File: config.mk
export PLATFORM = sky130hd
export DESIGN_NAME = split_timer_ctrl
export DESIGN_NICKNAME = d
export VERILOG_FILES = /design/src/rtl/split_timer_pkg.sv /design/src/rtl/stmr_run_gate.sv /design/src/rtl/stmr_counter.sv /design/src/rtl/stmr_flags.sv /design/src/rtl/split_timer_ctrl.sv
export SDC_FILE = /design/constraint.sdc
export NUM_CORES = 1
export LEC_CHECK = 0
export BUFFER_PORTS_ARGS = -buffer_cell sky130_fd_sc_hd__buf_2
export CORE_MARGIN = 2
export CORE_UTILIZATION = 50
export DETAILED_ROUTE_END_ITERATION = 10
export GPL_TIMING_DRIVEN = 0
export PLACE_DENSITY = 0.7
export SYNTH_ARGS = -nofsm -noshare
export SYNTH_HDL_FRONTEND = slang
export SYNTH_SLANG_ARGS = --single-unit
File: constraint.sdc
create_clock -name clk_i -period 4.2 [get_ports clk_i]
set_clock_uncertainty 0.05 [all_clocks]
set_input_delay 0.84 -clock clk_i [delete_from_list [all_inputs] [get_ports clk_i]]
set_output_delay 0.84 -clock clk_i [all_outputs]
set_load 0.02 [all_outputs]
File: src/rtl/split_timer_pkg.sv
package split_timer_pkg;
  typedef enum logic [1:0] {
    ADDR_CFG = 2'd0,
    ADDR_CNT = 2'd1,
    ADDR_RLD = 2'd2
  } reg_addr_e;

  localparam int CFG_W    = 32;
  localparam int B_LCLK   = 0;
  localparam int B_LMEN   = 4;
  localparam int B_SPLIT  = 5;
  localparam int B_LXIE   = 6;
  localparam int B_LOIE   = 7;
  localparam int B_LRUN   = 13;
  localparam int B_LXF    = 14;
  localparam int B_LOF    = 15;
  localparam int B_HCLK   = 16;
  localparam int B_MRUN   = 19;
  localparam int B_HMEN   = 20;
  localparam int B_DBG    = 21;
  localparam int B_HXIE   = 22;
  localparam int B_HOIE   = 23;
  localparam int B_HRUN   = 29;
  localparam int B_HXF    = 30;
  localparam int B_HOF    = 31;

  // plain storage bits (flags kept separately)
  localparam logic [CFG_W-1:0] CFG_RW_MASK =
      (32'h3 << B_LCLK) | (32'h1 << B_LMEN) | (32'h1 << B_SPLIT) |
      (32'h1 << B_LXIE) | (32'h1 << B_LOIE) | (32'h1 << B_LRUN)  |
      (32'h3 << B_HCLK) | (32'h1 << B_MRUN) | (32'h1 << B_HMEN)  |
      (32'h1 << B_DBG)  | (32'h1 << B_HXIE) | (32'h1 << B_HOIE)  |
      (32'h1 << B_HRUN);
endpackage

File: src/rtl/stmr_run_gate.sv
module stmr_run_gate (
  input  logic split_i,
  input  logic mrun_i,
  input  logic lo_run_i,
  input  logic lo_men_i,
  input  logic hi_run_i,
  input  logic hi_men_i,
  input  logic dbg_mode_i,
  input  logic dbg_halt_i,
  input  logic cnt_en_lo_i,
  input  logic cnt_en_hi_i,
  output logic lo_tick_o,
  output logic hi_tick_o
);
  logic halt;
  logic lo_ok, hi_ok;

  assign halt  = dbg_mode_i & dbg_halt_i;
  assign hi_ok = hi_run_i & (~hi_men_i | mrun_i);
  assign lo_ok = split_i & lo_run_i & (~lo_men_i | mrun_i);

  assign lo_tick_o = cnt_en_lo_i & lo_ok & ~halt;
  assign hi_tick_o = cnt_en_hi_i & hi_ok & ~halt;
endmodule

File: src/rtl/stmr_counter.sv
module stmr_counter #(
  parameter int W = 16
) (
  input  logic         clk_i,
  input  logic         rst_ni,
  input  logic         ld_i,
  input  logic [W-1:0] ld_val_i,
  input  logic         inc_i,
  input  logic         wrap_i,
  input  logic [W-1:0] rl_val_i,
  output logic [W-1:0] cnt_o,
  output logic         max_o
);
  logic [W-1:0] cnt_q;

  always_ff @(posedge clk_i or negedge rst_ni) begin
    if (!rst_ni)    cnt_q <= '0;
    else if (ld_i)  cnt_q <= ld_val_i;
    else if (inc_i) cnt_q <= wrap_i ? rl_val_i : cnt_q + W'(1);
  end

  assign cnt_o = cnt_q;
  assign max_o = &cnt_q;

  AST_CNT_LOAD: assert property (@(posedge clk_i) disable iff (!rst_ni)
    ld_i |=> cnt_q == $past(ld_val_i));
  AST_CNT_STEP: assert property (@(posedge clk_i) disable iff (!rst_ni)
    (inc_i && !ld_i && !wrap_i) |=> cnt_q == $past(cnt_q) + W'(1));
  AST_CNT_RELOAD: assert property (@(posedge clk_i) disable iff (!rst_ni)
    (inc_i && !ld_i && wrap_i) |=> cnt_q == $past(rl_val_i));
  AST_CNT_HOLD: assert property (@(posedge clk_i) disable iff (!rst_ni)
    (!inc_i && !ld_i) |=> $stable(cnt_q));
endmodule

File: src/rtl/stmr_flags.sv
module stmr_flags #(
  parameter int N = 4
) (
  input  logic         clk_i,
  input  logic         rst_ni,
  input  logic [N-1:0] hw_set_i,
  input  logic         sw_we_i,
  input  logic [N-1:0] sw_val_i,
  output logic [N-1:0] flag_o
);
  for (genvar i = 0; i < N; i++) begin : g_flag
    logic q;
    always_ff @(posedge clk_i or negedge rst_ni) begin
      if (!rst_ni)          q <= 1'b0;
      else if (hw_set_i[i]) q <= 1'b1;     // hardware set beats software clear
      else if (sw_we_i)     q <= sw_val_i[i];
    end
    assign flag_o[i] = q;

    AST_FLAG_HW_WINS: assert property (@(posedge clk_i) disable iff (!rst_ni)
      hw_set_i[i] |=> flag_o[i]);
  end
endmodule

File: src/rtl/split_timer_ctrl.sv
module split_timer_ctrl
  import split_timer_pkg::*;
#(
  parameter int CNT_W = 32
) (
  input  logic             clk_i,
  input  logic             rst_ni,
  input  logic             cnt_en_lo_i,
  input  logic             cnt_en_hi_i,
  input  logic             dbg_halt_i,
  input  logic             reg_we_i,
  input  logic [1:0]       reg_addr_i,
  input  logic [CNT_W-1:0] reg_wdata_i,
  output logic [CNT_W-1:0] reg_rdata_o,
  output logic [1:0]       clk_sel_lo_o,
  output logic [1:0]       clk_sel_hi_o,
  output logic             irq_lo_o,
  output logic             irq_hi_o
);
  localparam int HALF_W = CNT_W / 2;
  localparam int NFLAG  = 4;
  localparam int F_LX = 0, F_LO = 1, F_HX = 2, F_HO = 3;

  logic [CFG_W-1:0]  cfg_q;
  logic [CNT_W-1:0]  rld_q;
  logic              cfg_we, cnt_we, rld_we;
  logic              split;
  logic              lo_tick, hi_tick;
  logic [HALF_W-1:0] lo_cnt, hi_cnt;
  logic              lo_max, hi_max;
  logic              lo_inc, hi_inc, lo_wrap, hi_wrap;
  logic [NFLAG-1:0]  hw_set, sw_val, flags;
  logic [CFG_W-1:0]  cfg_rd;

  assign cfg_we = reg_we_i && (reg_addr_i == ADDR_CFG);
  assign cnt_we = reg_we_i && (reg_addr_i == ADDR_CNT);
  assign rld_we = reg_we_i && (reg_addr_i == ADDR_RLD);

  always_ff @(posedge clk_i or negedge rst_ni) begin
    if (!rst_ni) begin
      cfg_q <= '0;
      rld_q <= '0;
    end else begin
      if (cfg_we) cfg_q <= reg_wdata_i & CFG_RW_MASK;
      if (rld_we) rld_q <= reg_wdata_i;
    end
  end

  assign split = cfg_q[B_SPLIT];

  stmr_run_gate u_gate (
    .split_i     (split),
    .mrun_i      (cfg_q[B_MRUN]),
    .lo_run_i    (cfg_q[B_LRUN]),
    .lo_men_i    (cfg_q[B_LMEN]),
    .hi_run_i    (cfg_q[B_HRUN]),
    .hi_men_i    (cfg_q[B_HMEN]),
    .dbg_mode_i  (cfg_q[B_DBG]),
    .dbg_halt_i  (dbg_halt_i),
    .cnt_en_lo_i (cnt_en_lo_i),
    .cnt_en_hi_i (cnt_en_hi_i),
    .lo_tick_o   (lo_tick),
    .hi_tick_o   (hi_tick)
  );

  // wide mode: low half steps on the high tick, high half on carry
  assign lo_inc  = (split ? lo_tick : hi_tick) & ~cnt_we;
  assign hi_inc  = (split ? hi_tick : hi_tick & lo_max) & ~cnt_we;
  assign lo_wrap = lo_max & (split | hi_max);
  assign hi_wrap = hi_max & (split | lo_max);

  stmr_counter #(.W(HALF_W)) u_cnt_lo (
    .clk_i    (clk_i),
    .rst_ni   (rst_ni),
    .ld_i     (cnt_we),
    .ld_val_i (reg_wdata_i[HALF_W-1:0]),
    .inc_i    (lo_inc),
    .wrap_i   (lo_wrap),
    .rl_val_i (rld_q[HALF_W-1:0]),
    .cnt_o    (lo_cnt),
    .max_o    (lo_max)
  );

  stmr_counter #(.W(HALF_W)) u_cnt_hi (
    .clk_i    (clk_i),
    .rst_ni   (rst_ni),
    .ld_i     (cnt_we),
    .ld_val_i (reg_wdata_i[CNT_W-1:HALF_W]),
    .inc_i    (hi_inc),
    .wrap_i   (hi_wrap),
    .rl_val_i (rld_q[CNT_W-1:HALF_W]),
    .cnt_o    (hi_cnt),
    .max_o    (hi_max)
  );

  always_comb begin
    hw_set       = '0;
    hw_set[F_LO] = lo_inc & lo_max;
    hw_set[F_HO] = hi_inc & hi_max;
    sw_val       = '0;
    sw_val[F_LX] = reg_wdata_i[B_LXF];
    sw_val[F_LO] = reg_wdata_i[B_LOF];
    sw_val[F_HX] = reg_wdata_i[B_HXF];
    sw_val[F_HO] = reg_wdata_i[B_HOF];
  end

  stmr_flags #(.N(NFLAG)) u_flags (
    .clk_i    (clk_i),
    .rst_ni   (rst_ni),
    .hw_set_i (hw_set),
    .sw_we_i  (cfg_we),
    .sw_val_i (sw_val),
    .flag_o   (flags)
  );

  always_comb begin
    cfg_rd        = cfg_q;
    cfg_rd[B_LXF] = flags[F_LX];
    cfg_rd[B_LOF] = flags[F_LO];
    cfg_rd[B_HXF] = flags[F_HX];
    cfg_rd[B_HOF] = flags[F_HO];
    unique case (reg_addr_i)
      ADDR_CFG: reg_rdata_o = cfg_rd;
      ADDR_CNT: reg_rdata_o = {hi_cnt, lo_cnt};
      ADDR_RLD: reg_rdata_o = rld_q;
      default:  reg_rdata_o = '0;
    endcase
  end

  assign clk_sel_lo_o = cfg_q[B_LCLK +: 2];
  assign clk_sel_hi_o = cfg_q[B_HCLK +: 2];
  assign irq_lo_o = (flags[F_LX] & cfg_q[B_LXIE]) | (flags[F_LO] & cfg_q[B_LOIE]);
  assign irq_hi_o = (flags[F_HX] & cfg_q[B_HXIE]) | (flags[F_HO] & cfg_q[B_HOIE]);

  AST_LO_IDLE_WIDE: assert property (@(posedge clk_i) disable iff (!rst_ni)
    !split |-> !lo_tick);
  AST_HALT_FREEZE: assert property (@(posedge clk_i) disable iff (!rst_ni)
    (cfg_q[B_DBG] && dbg_halt_i) |-> !(lo_tick || hi_tick));
  AST_LXF_SW_ONLY: assert property (@(posedge clk_i) disable iff (!rst_ni)
    $rose(flags[F_LX]) |-> $past(cfg_we));
  AST_HXF_SW_ONLY: assert property (@(posedge clk_i) disable iff (!rst_ni)
    $rose(flags[F_HX]) |-> $past(cfg_we));
endmodule

==> flow_metrics.tcl, run 1 <==
set metrics [dict create \
    outcome "complete, no violations" \
    multiInputGateArea_sq_um 2590 \
    drt-wirelength-per-cell_um 19.0 \
    finalSetupTns_ns 0 \
    hold-worst-slack_ns 0.384 \
    grt_pass1_vias 4014 \
    synthTopCellsByArea "dfrtp_1 42%, mux2_2 11%, mux2i_1 5.1%, nand2_1 3.7%, o21ai_0 2.9%" \
    switching_power_w 0.000946 \
    drcViolationCount 0 \
    synth_warnings 0 \
    vias 4234 \
    final_layout_size_suffix_gt1_frac 0.301 \
    htree_num_levels 3 \
    die_area_sq_um 10600 \
    area_fraction_in_and_or_nand_and_nor_cells_after_synthesis 0.167 \
    grt_max_degree 50 \
    synth-main-ff-cell "dfrtp_1" \
    r2r_start "cfg_q[21]" \
    ys_seq_elements 83 \
    grtUsageTotal 0.273 \
    drt_pass1_iterations 5 \
    synth.cell_area_sq_um 4890 \
    hold_path.class "primary input to asynchronous set/reset pin" \
    synth-async-reset-ratio 1.00 \
    total_nets_final 622 \
    irDropWorstVdd_v 0.000216 \
    cts_bufs_inserted 9 \
    start_util 0.508 \
    comb_power_share 0.308 \
    syn-instance-count 491 \
    num_io_pins 78 \
    wirelength_um 13700 \
    antenna_cells 0 \
    worstPathRequired_ns 3.31 \
    synth_top_area_frac 0.424 \
    dieHeight_um 103 \
    clk_transition_reported_paths_ns 0.08 \
    final_hold_viol_count 0 \
    synth_edf_count 0 \
    rows 36 \
    buffer_ports.inserted 77 \
    finalSetupViolCount 0 \
    finalWeightedCongestion 0.912 \
    dieWidth_um 103 \
    timing.critical_path.to_type "output port" \
    synth_xor_area_frac 0.0447 \
    antenna_violating_nets_post_route 0 \
    critical_path.max_stage_delay_ns 0.52 \
    synth.avg_cell_area_sq_um 9.97 \
    core_sq_um 9640 \
    share_seq_of_total_power 0.472 \
    grt_antenna_before_repair 0 \
    clkLatencyLatePin_ns 0.37 \
    routed_via_density 5.90 \
    post_synth_mux_area_share 0.162 \
    tritoncts_clock_tree "yes" \
    crit_path_top_delay_cell "clkbuf_1" \
    yosysSeqAreaShare 0.424 \
    min_period_over_period 0.825 \
    cts_root_buffer "clkbuf_8" \
    synth-adder-area-share 0.00511 \
    area_growth_syn_to_layout_pct 15.8 \
    reg2reg_slack_ns 1.71 \
    post_cts_buffers 0 \
    dr.first_iter.drc_count 343 \
    global_route.overflow_total 0 \
    count_of_pins_over_their_slew_limit 0 \
    worst-slew-pin-transition_ns 0.843 \
    design_power_total_w 0.00258 \
    internal_power_w 0.00164 \
    ff_latch_area_sq_um 2080 \
    cp_cell_sequence "buf_2 -> clkbuf_1 -> nor2b_1 -> clkbuf_1 -> a22o_2 -> buf_2" \
    cts-hold-fix-buffers 0 \
    netSwitchingFraction 0.366 \
    max-cap-violations 0 \
    cp_max_fo 10 \
    power.clock.fraction 0.221 \
    critPathArrivalTime_ns 2.58 \
    dominant_combinational_cell_family_by_area_after_synthesis "simple AND/OR/NAND/NOR gates" \
    post_cts_resize_count 0 \
    max-slew-margin-rel 0.438 \
    reg2reg_to "u_cnt_lo.cnt_o[3]" \
    max_freq_mhz 289 \
    p_leak_nw 2.53 \
    place.detailed.hpwl_um 9830 \
    clock_sinks 83 \
    syn_nets 533 \
    netlist-cell-type-count 54 \
    first_pass_grt_wire_length_um 21600 \
    final_period_minus_worst_setup_slack_ns 3.47 \
    n_fill_cell 923 \
    reg2regPathDepth 7 \
    timing.critical_path.from_type "primary input" \
    timing.setup.critical_path_class "primary input to output port" \
    fraction_of_the_mapped_netlist_area_in_compound_gates 0.151 \
    clock_tree.buffer_depth 2 \
    synth_area_leader_cell "dfrtp_1" \
    total_power_divided_by_cell_area_nw_per_um2 456 \
    unrepaired_setup_endpoints_after_global_routing "no" \
]
-- critical path: cells and delay by family --
family | cells | cell delay [ns]
AOI/OAI and AO/OA | 1 | 0.26
and+or+nand+nor | 1 | 0.37
buffers and inverters | 4 | 1.10
-- flip-flops by register name (all words and copies together), names as in the netlist --
signal	count
u_flags.g_flag.q	4
rld_q	32
cfg_q	15
u_cnt_hi.cnt_o	16
u_cnt_lo.cnt_o	16
-- worst max-delay path by stage --
stage	start	end	slack, ns	cells after the start
3_5_place_dp	reg_addr_i[0]	reg_rdata_o[18]	0.79	6
6_report	reg_addr_i[0]	reg_rdata_o[18]	0.73	6
2_1_floorplan	reg_addr_i[1]	reg_rdata_o[5]	1.36	4
5_1_grt	reg_addr_i[0]	reg_rdata_o[18]	0.65	6
4_1_cts	reg_addr_i[0]	reg_rdata_o[18]	0.78	6
3_3_place_gp	reg_addr_i[0]	reg_rdata_o[18]	0.80	6
-- synthesized netlist by cell type, types with 2 or more instances --
| cell type | count |
|---|---|
| o2111ai_1 | 2 |
| inv_1 | 6 |
| buf_1 | 2 |
| a31oi_1 | 3 |
| dfrtp_1 | 83 |
| buf_2 | 5 |
| nand4_1 | 6 |
| nor3_1 | 5 |
| nand2_2 | 2 |
| nor4_4 | 2 |
| xnor2_1 | 13 |
| a21o_1 | 2 |
| buf_4 | 6 |
| ha_1 | 2 |
| o211ai_1 | 5 |
| xor2_1 | 12 |
| o22ai_1 | 7 |
| nand4_4 | 2 |
| mux2_2 | 48 |
| and2_1 | 4 |
| nand2_1 | 48 |
| or3_1 | 2 |
| nor2_1 | 33 |
| o21ai_1 | 18 |
| a221o_1 | 4 |
| nor2b_1 | 4 |
| a22o_1 | 14 |
| a221oi_1 | 3 |
| a21oi_1 | 25 |
| nor4_1 | 2 |
| mux2i_1 | 25 |
| clkbuf_8 | 2 |
| o21ai_0 | 28 |
| nand4_2 | 2 |
| buf_6 | 4 |
| clkbuf_1 | 15 |
| and3_1 | 13 |
| nor3_2 | 2 |
| nand3_1 | 15 |
-- final cells by class --
| class | count | area share |
|---|---|---|
| Clock buffer | 15 | 0.0329 |
| Tap cell | 133 | 0.0294 |
| Clock inverter | 1 | 0.000883 |
| Sequential cell | 83 | 0.366 |
| Multi-Input combinational cell | 368 | 0.457 |
| Buffer | 34 | 0.0364 |
| Inverter | 6 | 0.00397 |
| Timing Repair Buffer | 78 | 0.0733 |
-- kinds of logic (layout without fill, tap and decap cells) --
logic type / after synthesis / after routing
compound gates: 117 / 117
xor+xnor: 25 / 25
fa+ha+maj: 2 / 2
buf+inv: 40 / 134
flops: 83 / 83
mux: 73 / 73
simple gates: 151 / 151
-- metrics by stage --
| stage | instance area, sq um | utilization | setup WS (ns) | cells |
|---|---|---|---|---|
| 6_report | 5670 | 0.588 | 0.735 | 718 |
| 5_1_grt | 5670 | 0.588 | 0.650 | 718 |
| 4_1_cts | 5670 | 0.588 | 0.781 | 718 |
| 3_5_place_dp | 5480 | 0.568 | 0.785 | 702 |
| 3_3_place_gp | 5450 | 0.565 | 0.803 | 701 |
| 2_1_floorplan | 4890 | - | 1.36 | 491 |
-- cells in the final DEF, fill, tap and decap left out, types with 3 or more instances in the layout --
master,synthesis,routed
nand2_1,48,48
dfrtp_1,83,83
mux2i_1,25,25
o21ai_0,28,28
and2_1,4,4
a221oi_1,3,3
buf_6,4,4
a21oi_1,25,25
xnor2_1,13,13
mux2_2,48,48
o22ai_1,7,7
nor2_1,33,33
o21ai_1,18,18
clkbuf_1,15,17
o211ai_1,5,5
clkbuf_8,2,15
buf_2,5,81
nand4_1,6,6
inv_1,6,6
nor2b_1,4,4
buf_4,6,7
nand3_1,15,15
nor3_1,5,5
a221o_1,4,4
xor2_1,12,12
a31oi_1,3,3
a22o_1,14,14
and3_1,13,13
-- power groups by stage --
| stage | Sequential, W | Combinational (W) | Clock [W] |
|---|---|---|---|
| 2_1_floorplan | 0.00116 | 0.000592 | 0 |
| 3_3_place_gp | 0.00122 | 0.000767 | 0 |
| 3_5_place_dp | 0.00123 | 0.000790 | 0 |
| 4_1_cts | 0.00121 | 0.000796 | 0.000577 |
| 5_1_grt | 0.00125 | 0.000881 | 0.000609 |
| 6_report | 0.00122 | 0.000795 | 0.000571 |
-- metal layers --
layer / global-route usage / vias up / part of all wire
met1: 0.390 / 2091 / 0.46
met2: 0.425 / 156 / 0.46
li1: - / 1965 / -
met5: 0 / - / 0
met3: 0.0305 / 22 / 0.060
met4: 0.110 / 0 / 0.026
No activity file was read; power rests on OpenSTA's default activity.
==> inputs of run 2 (changes only) <==
--- a/config.mk
+++ b/config.mk
@@ -5,12 +5,13 @@
 export SDC_FILE = /design/constraint.sdc
 export NUM_CORES = 1
 export LEC_CHECK = 0
+export ABC_AREA = 1
 export BUFFER_PORTS_ARGS = -buffer_cell sky130_fd_sc_hd__buf_2
 export CORE_MARGIN = 2
 export CORE_UTILIZATION = 50
 export DETAILED_ROUTE_END_ITERATION = 10
 export GPL_TIMING_DRIVEN = 0
-export PLACE_DENSITY = 0.7
+export PLACE_DENSITY = 0.69
 export SYNTH_ARGS = -nofsm -noshare
 export SYNTH_HDL_FRONTEND = slang
 export SYNTH_SLANG_ARGS = --single-unit
==> constraint.sdc (replaced) <==
create_clock -name clk_i -period 3.3 [get_ports clk_i]
set_clock_uncertainty 0.05 [all_clocks]
set_input_delay 0.66 -clock clk_i [delete_from_list [all_inputs] [get_ports clk_i]]
set_output_delay 0.66 -clock clk_i [all_outputs]
set_load 0.02 [all_outputs]
==> run 2 against run 1 <==
Wire length is 27% higher. Highest routed layer unchanged. Global-route usage up 4.8 points. Final area is 6.4% higher. Critical endpoint is now reg_rdata_o[19]. Worst setup slack got worse by 0.58 ns.
==> flow_metrics.tcl, run 2 <==
set metrics [dict create \
    irDropWorstVdd_v 0.000257 \
    cts_bufs_inserted 9 \
    cts-hold-fix-buffers 0 \
    syn-instance-count 762 \
    dieHeight_um 107 \
    synth_edf_count 0 \
    timing.critical_path.from_type "primary input" \
    antenna_cells 0 \
    timing.setup.critical_path_class "primary input to output port" \
    met1_length_um 7740 \
    dpl.cell_count 975 \
    mostFrequentLayoutCells "274 x nand2_1, 104 x inv_1, 83 x dfrtp_1, 78 x nand3_1, 78 x buf_2" \
    max-cap-violations 0 \
    max_freq_mhz 318 \
    finalSetupViolCount 0 \
    buffer_ports.inserted 76 \
    crit_end "reg_rdata_o[19]" \
    cts_root_buffer "clkbuf_8" \
    grtUsageTotal 0.321 \
    ys_seq_elements 83 \
    wirelength_um 17400 \
    reg2reg_slack_ns 1.05 \
    grt_antenna_before_repair 0 \
    max-slew-margin-rel 0.473 \
    reg2reg_to "u_cnt_hi.cnt_o[4]" \
    grt_max_degree 43 \
    dr.first_iter.drc_count 496 \
    critPathArrivalTime_ns 2.43 \
    finalSetupTns_ns 0 \
    switching_power_w 0.00141 \
    synth.avg_cell_area_sq_um 6.91 \
    leading_cell_type_in_the_layout_fill_and_taps_excluded "nand2_1" \
    final_period_minus_worst_setup_slack_ns 3.14 \
    synth_area_leader_cell "dfrtp_1" \
    dieWidth_um 107 \
    netSwitchingFraction 0.408 \
    synthTopCellsByArea "dfrtp_1 39%, nand2_1 20%, nand3_1 7.4%, inv_1 7.4%, o21ai_0 5.2%" \
    most_flop_heavy_register "rld_q" \
    finalWeightedCongestion 0.924 \
    start_util 0.512 \
    place.detailed.hpwl_um 12500 \
    grt_pass1_vias 5187 \
    drt-wirelength-per-cell_um 17.5 \
    final_instance_area_sq_um 6030 \
    synth-async-reset-ratio 1.00 \
    global_route.overflow_total 0 \
    worst-slew-pin-transition_ns 0.791 \
    worst_setup_path_startpoint "reg_addr_i[1]" \
    yosysSeqAreaShare 0.394 \
    post_cts_resize_count 0 \
    routed_via_density 5.42 \
    htree_num_levels 3 \
    clkLatencyLatePin_ns 0.37 \
    synth-main-ff-cell "dfrtp_1" \
    drcViolationCount 0 \
    netlist-cell-type-count 31 \
    antenna_violating_nets_post_route 0 \
    reg2regPathDepth 10 \
    synth_warnings 0 \
    final_cells 991 \
    synth.cell_area_sq_um 5270 \
    tritoncts_clock_tree "yes" \
    syn_nets 804 \
    power.clock.fraction 0.225 \
    comb_power_share 0.334 \
    p_leak_nw 3.17 \
    r2r_start "u_cnt_lo.cnt_o[0]" \
    worstPathRequired_ns 2.59 \
    post_cts_buffers 0 \
    area_growth_syn_to_layout_pct 14.6 \
    rows 37 \
    count_of_pins_over_their_slew_limit 0 \
    first_pass_grt_wire_length_um 27700 \
    dpl-instance-area_sq_um 5840 \
    cp_max_fo 10 \
    final_hold_viol_count 0 \
    vias 5370 \
    num_io_pins 78 \
    internal_power_w 0.00204 \
    core_sq_um 10300 \
    drt_pass1_iterations 5 \
    synth_top_area_frac 0.394 \
    clock_sinks 83 \
    share_seq_of_total_power 0.441 \
    hold_path.class "primary input to asynchronous set/reset pin" \
    route.top_layer_used "met4" \
    die_area_sq_um 11400 \
    min_period_over_period 0.952 \
    total_power_divided_by_cell_area_nw_per_um2 572 \
    unrepaired_setup_endpoints_after_global_routing "no" \
    yosys.cell_count.top_type "nand2_1" \
    wl_met3_um 1460 \
    outcome "complete, no violations" \
    post_synth_most_frequent_cells "274 x nand2_1, 104 x inv_1, 83 x dfrtp_1" \
    clk_transition_reported_paths_ns 0.09 \
    total_nets_final 892 \
    n_fill_cell 1034 \
    final_layout_size_suffix_gt1_frac 0.158 \
    flip_flop_count_of_the_largest_register_all_copies_and_words_added 32 \
    clock_tree.buffer_depth 2 \
    wl_met2_um 7870 \
    timing.critical_path.to_type "output port" \
]
run 2: power by group through the flow:
stage	logic, W	clock network (W)	registers (W)
3_3_place_gp	0.00111	0	0.00152
3_5_place_dp	0.00114	0	0.00153
5_1_grt	0.00131	0.000822	0.00155
4_1_cts	0.00115	0.000779	0.00151
6_report	0.00115	0.000776	0.00152
2_1_floorplan	0.000836	0	0.00144
run 2: critical path, cell delays in order:
cell and delay, ns:
buf_2 0.10, inv_1 0.06, nor2_2 0.41, inv_1 0.27, clkbuf_1 0.41, o211ai_1 0.32
buf_2 0.21
run 2: through the flow:
stage	utilization	total power, W	hold WS, ns	setup WS, ns
detailed placement	0.568	0.00267	0.426	0.209
global route	0.587	0.00368	0.274	0.0444
CTS	0.587	0.00344	0.253	0.202
global placement	0.566	0.00263	0.419	0.202
finish	0.587	0.00345	0.234	0.157
floorplan	-	0.00228	0.314	0.829
run 2: layout make-up:
cell class | instances | area [sq um] | area share
clock buffer | 11 | 141 | 0.0234
tap | 136 | 170 | 0.0282
inverter | 106 | 398 | 0.0659
timing repair buffer | 77 | 403 | 0.0668
multi-input combinational | 539 | 2630 | 0.435
sequential | 83 | 2080 | 0.344
buffer | 34 | 165 | 0.0274
clock inverter | 5 | 52.6 | 0.00871
run 2: per-layer routing:
layer,up-vias,GRT usage
met2,239,0.501
met3,25,0.0505
met4,0,0.108
met5,-,0
li1,2588,-
met1,2518,0.458
run 2: kinds of logic (layout without fill, tap and decap cells):
logic type                 after synthesis  after routing  synth area share
xor gates and xnor gates                18             18            0.0299
muxes                                   10             10            0.0214
and+or+nand+nor                        417            417             0.338
AOI/OAI and AO/OA                       92             92             0.104
buffers and inverters                  140            233             0.107
DFF                                     83             83             0.394
adders and majority gates                2              2           0.00475
run 2: worst min path at each step:
stage	from	endpoint	slack [ns]	cells past startpoint
after global placement	rld_q[0]	rld_q[0]	0.42	2
after global routing	rst_ni	cfg_q[6]	0.27	1
after floorplan	rst_ni	cfg_q[0]	0.31	0
final	rst_ni	u_cnt_lo.cnt_o[2]	0.23	1
after detailed placement	rld_q[23]	rld_q[23]	0.43	2
after CTS	rst_ni	u_cnt_lo.cnt_o[2]	0.25	1
==> inputs of run 3 (changes only) <==
--- a/config.mk
+++ b/config.mk
@@ -11,7 +11,7 @@
 export CORE_UTILIZATION = 50
 export DETAILED_ROUTE_END_ITERATION = 10
 export GPL_TIMING_DRIVEN = 0
-export PLACE_DENSITY = 0.69
+export PLACE_DENSITY_LB_ADDON = 0.3
 export SYNTH_ARGS = -nofsm -noshare
 export SYNTH_HDL_FRONTEND = slang
 export SYNTH_SLANG_ARGS = --single-unit
==> run 3 against run 2 <==
Global-route usage fell by 0.69 points. Flip-flop and latch count did not move. Clock power rose by 37%. Critical path type unchanged. Largest cell class unchanged. Highest routed layer unchanged.
==> flow_metrics.tcl, run 3 (synthesis results as in run 2) <==
set metrics [dict create \
    outcome "complete, no violations" \
    final_layout_size_suffix_gt1_frac 0.159 \
    worstPathRequired_ns 2.59 \
    flip_flop_count_of_the_largest_register_all_copies_and_words_added 32 \
    max-cap-violations 0 \
    grt_pass1_vias 5376 \
    die_area_sq_um 11400 \
    count_of_pins_over_their_slew_limit 0 \
    reg2regPathDepth 9 \
    routed_via_density 5.54 \
    clock_tree.buffer_depth 2 \
    critPathArrivalTime_ns 2.39 \
    rows 37 \
    final.setup.worst_slack_ns 0.201 \
    cts-hold-fix-buffers 0 \
    clk_transition_reported_paths_ns 0.09 \
    min_period_over_period 0.939 \
    crit_path_top_delay_cell "nor2_2" \
    worst-slew-pin-transition_ns 0.756 \
    reg2reg_to "u_cnt_lo.cnt_o[13]" \
    area_growth_syn_to_layout_pct 16.5 \
    final_hold_viol_count 0 \
    drcViolationCount 0 \
    drt-wirelength-per-cell_um 17.2 \
    finalSetupViolCount 0 \
    r2r_start "u_cnt_hi.cnt_o[0]" \
    timing.critical_path.from_type "primary input" \
    dieWidth_um 107 \
    vias 5486 \
    critical_path.max_stage_delay_ns 0.40 \
    timing.setup.critical_path_class "primary input to output port" \
    buffer_ports.inserted 76 \
    post_cts_resize_count 0 \
    max-slew-margin-rel 0.496 \
    most_flop_heavy_register "rld_q" \
    htree_num_levels 3 \
    unrepaired_setup_endpoints_after_global_routing "no" \
    wirelength_um 17000 \
    global_route.overflow_total 0 \
    start_util 0.512 \
    drt_pass1_iterations 5 \
    grt_max_degree 59 \
    n_fill_cell 1007 \
    final_period_minus_worst_setup_slack_ns 3.10 \
    total_power_divided_by_cell_area_nw_per_um2 608 \
    first_pass_grt_wire_length_um 27500 \
    dr.first_iter.drc_count 568 \
    cp_cell_sequence "buf_2 -> nor2_2 -> inv_1 -> clkbuf_1 -> o211ai_1 -> buf_2" \
    place.detailed.hpwl_um 12300 \
    dpl_worst_slack_ns 0.264 \
    core_sq_um 10300 \
    antenna_violating_nets_post_route 0 \
    dpl.cell_count 975 \
    reg2reg_slack_ns 1.04 \
    total_nets_final 892 \
    dieHeight_um 107 \
    grt_antenna_before_repair 0 \
    cp_max_fo 10 \
    mostFrequentLayoutCells "274 x nand2_1, 104 x inv_1, 83 x dfrtp_1, 78 x nand3_1, 78 x buf_2" \
    irDropWorstVdd_v 0.000280 \
    design_power_total_w 0.00373 \
    finalWeightedCongestion 0.936 \
    tritoncts_clock_tree "yes" \
    antenna_cells 0 \
    clock_sinks 83 \
    num_io_pins 78 \
    cts_bufs_inserted 9 \
    cts_root_buffer "clkbuf_8" \
    finalSetupTns_ns 0 \
    path_common_cell "buf_2" \
    timing.critical_path.to_type "output port" \
    max_freq_mhz 323 \
    final_cells 991 \
    leading_cell_type_in_the_layout_fill_and_taps_excluded "nand2_1" \
    hold_path.class "primary input to asynchronous set/reset pin" \
    grtUsageTotal 0.314 \
    p_leak_nw 3.22 \
    clkLatencyLatePin_ns 0.38 \
    post_cts_buffers 0 \
]
-- run 3: routing by layer --
layer,global-route usage,routed length (um),vias up
met3,0.0365,1630,39
met4,0.158,500,0
met5,0,0,-
li1,-,-,2594
met1,0.456,7260,2557
met2,0.465,7660,296
-- run 3: worst max path at each step --
stage	from	end	slack [ns]	cells past startpoint
2_1_floorplan	reg_addr_i[1]	reg_rdata_o[3]	0.83	5
3_3_place_gp	reg_addr_i[0]	reg_rdata_o[19]	0.25	6
3_5_place_dp	reg_addr_i[1]	reg_rdata_o[19]	0.26	7
4_1_cts	reg_addr_i[0]	reg_rdata_o[19]	0.23	6
5_1_grt	reg_addr_i[1]	reg_rdata_o[11]	0.1	7
6_report	reg_addr_i[0]	reg_rdata_o[19]	0.20	6
-- run 3: critical path: cells and delay by family --
| kind | cells | cell delay [ns] |
|---|---|---|
| AO/OA/AOI/OAI | 1 | 0.32 |
| buffers and inverters | 4 | 1.00 |
| AND/OR/NAND/NOR | 1 | 0.40 |
-- run 3: per-stage QoR --
step	hold slack (ns)	instance area (sq um)	utilization
floorplan	0.314	5270	-
global placement	0.419	5820	0.566
detailed placement	0.423	5850	0.569
CTS	0.153	6130	0.597
global route	0.166	6130	0.597
finish	0.138	6130	0.597
-- run 3: cell type report --
class,count,area [sq um],share of cell area
Multi-Input combinational cell,539,2630,0.428
Clock buffer,9,124,0.0202
Tap cell,136,170,0.0277
Clock inverter,7,164,0.0267
Timing Repair Buffer,77,410,0.0669
Sequential cell,83,2080,0.339
Inverter,106,398,0.0649
Buffer,34,165,0.0269
-- run 3: power breakdown --
group | switching [W] | internal [W] | total [W]
clock | 0.000403 | 0.000656 | 0.00106
sequential | 0.000268 | 0.00125 | 0.00152
combinational | 0.000731 | 0.000426 | 0.00116
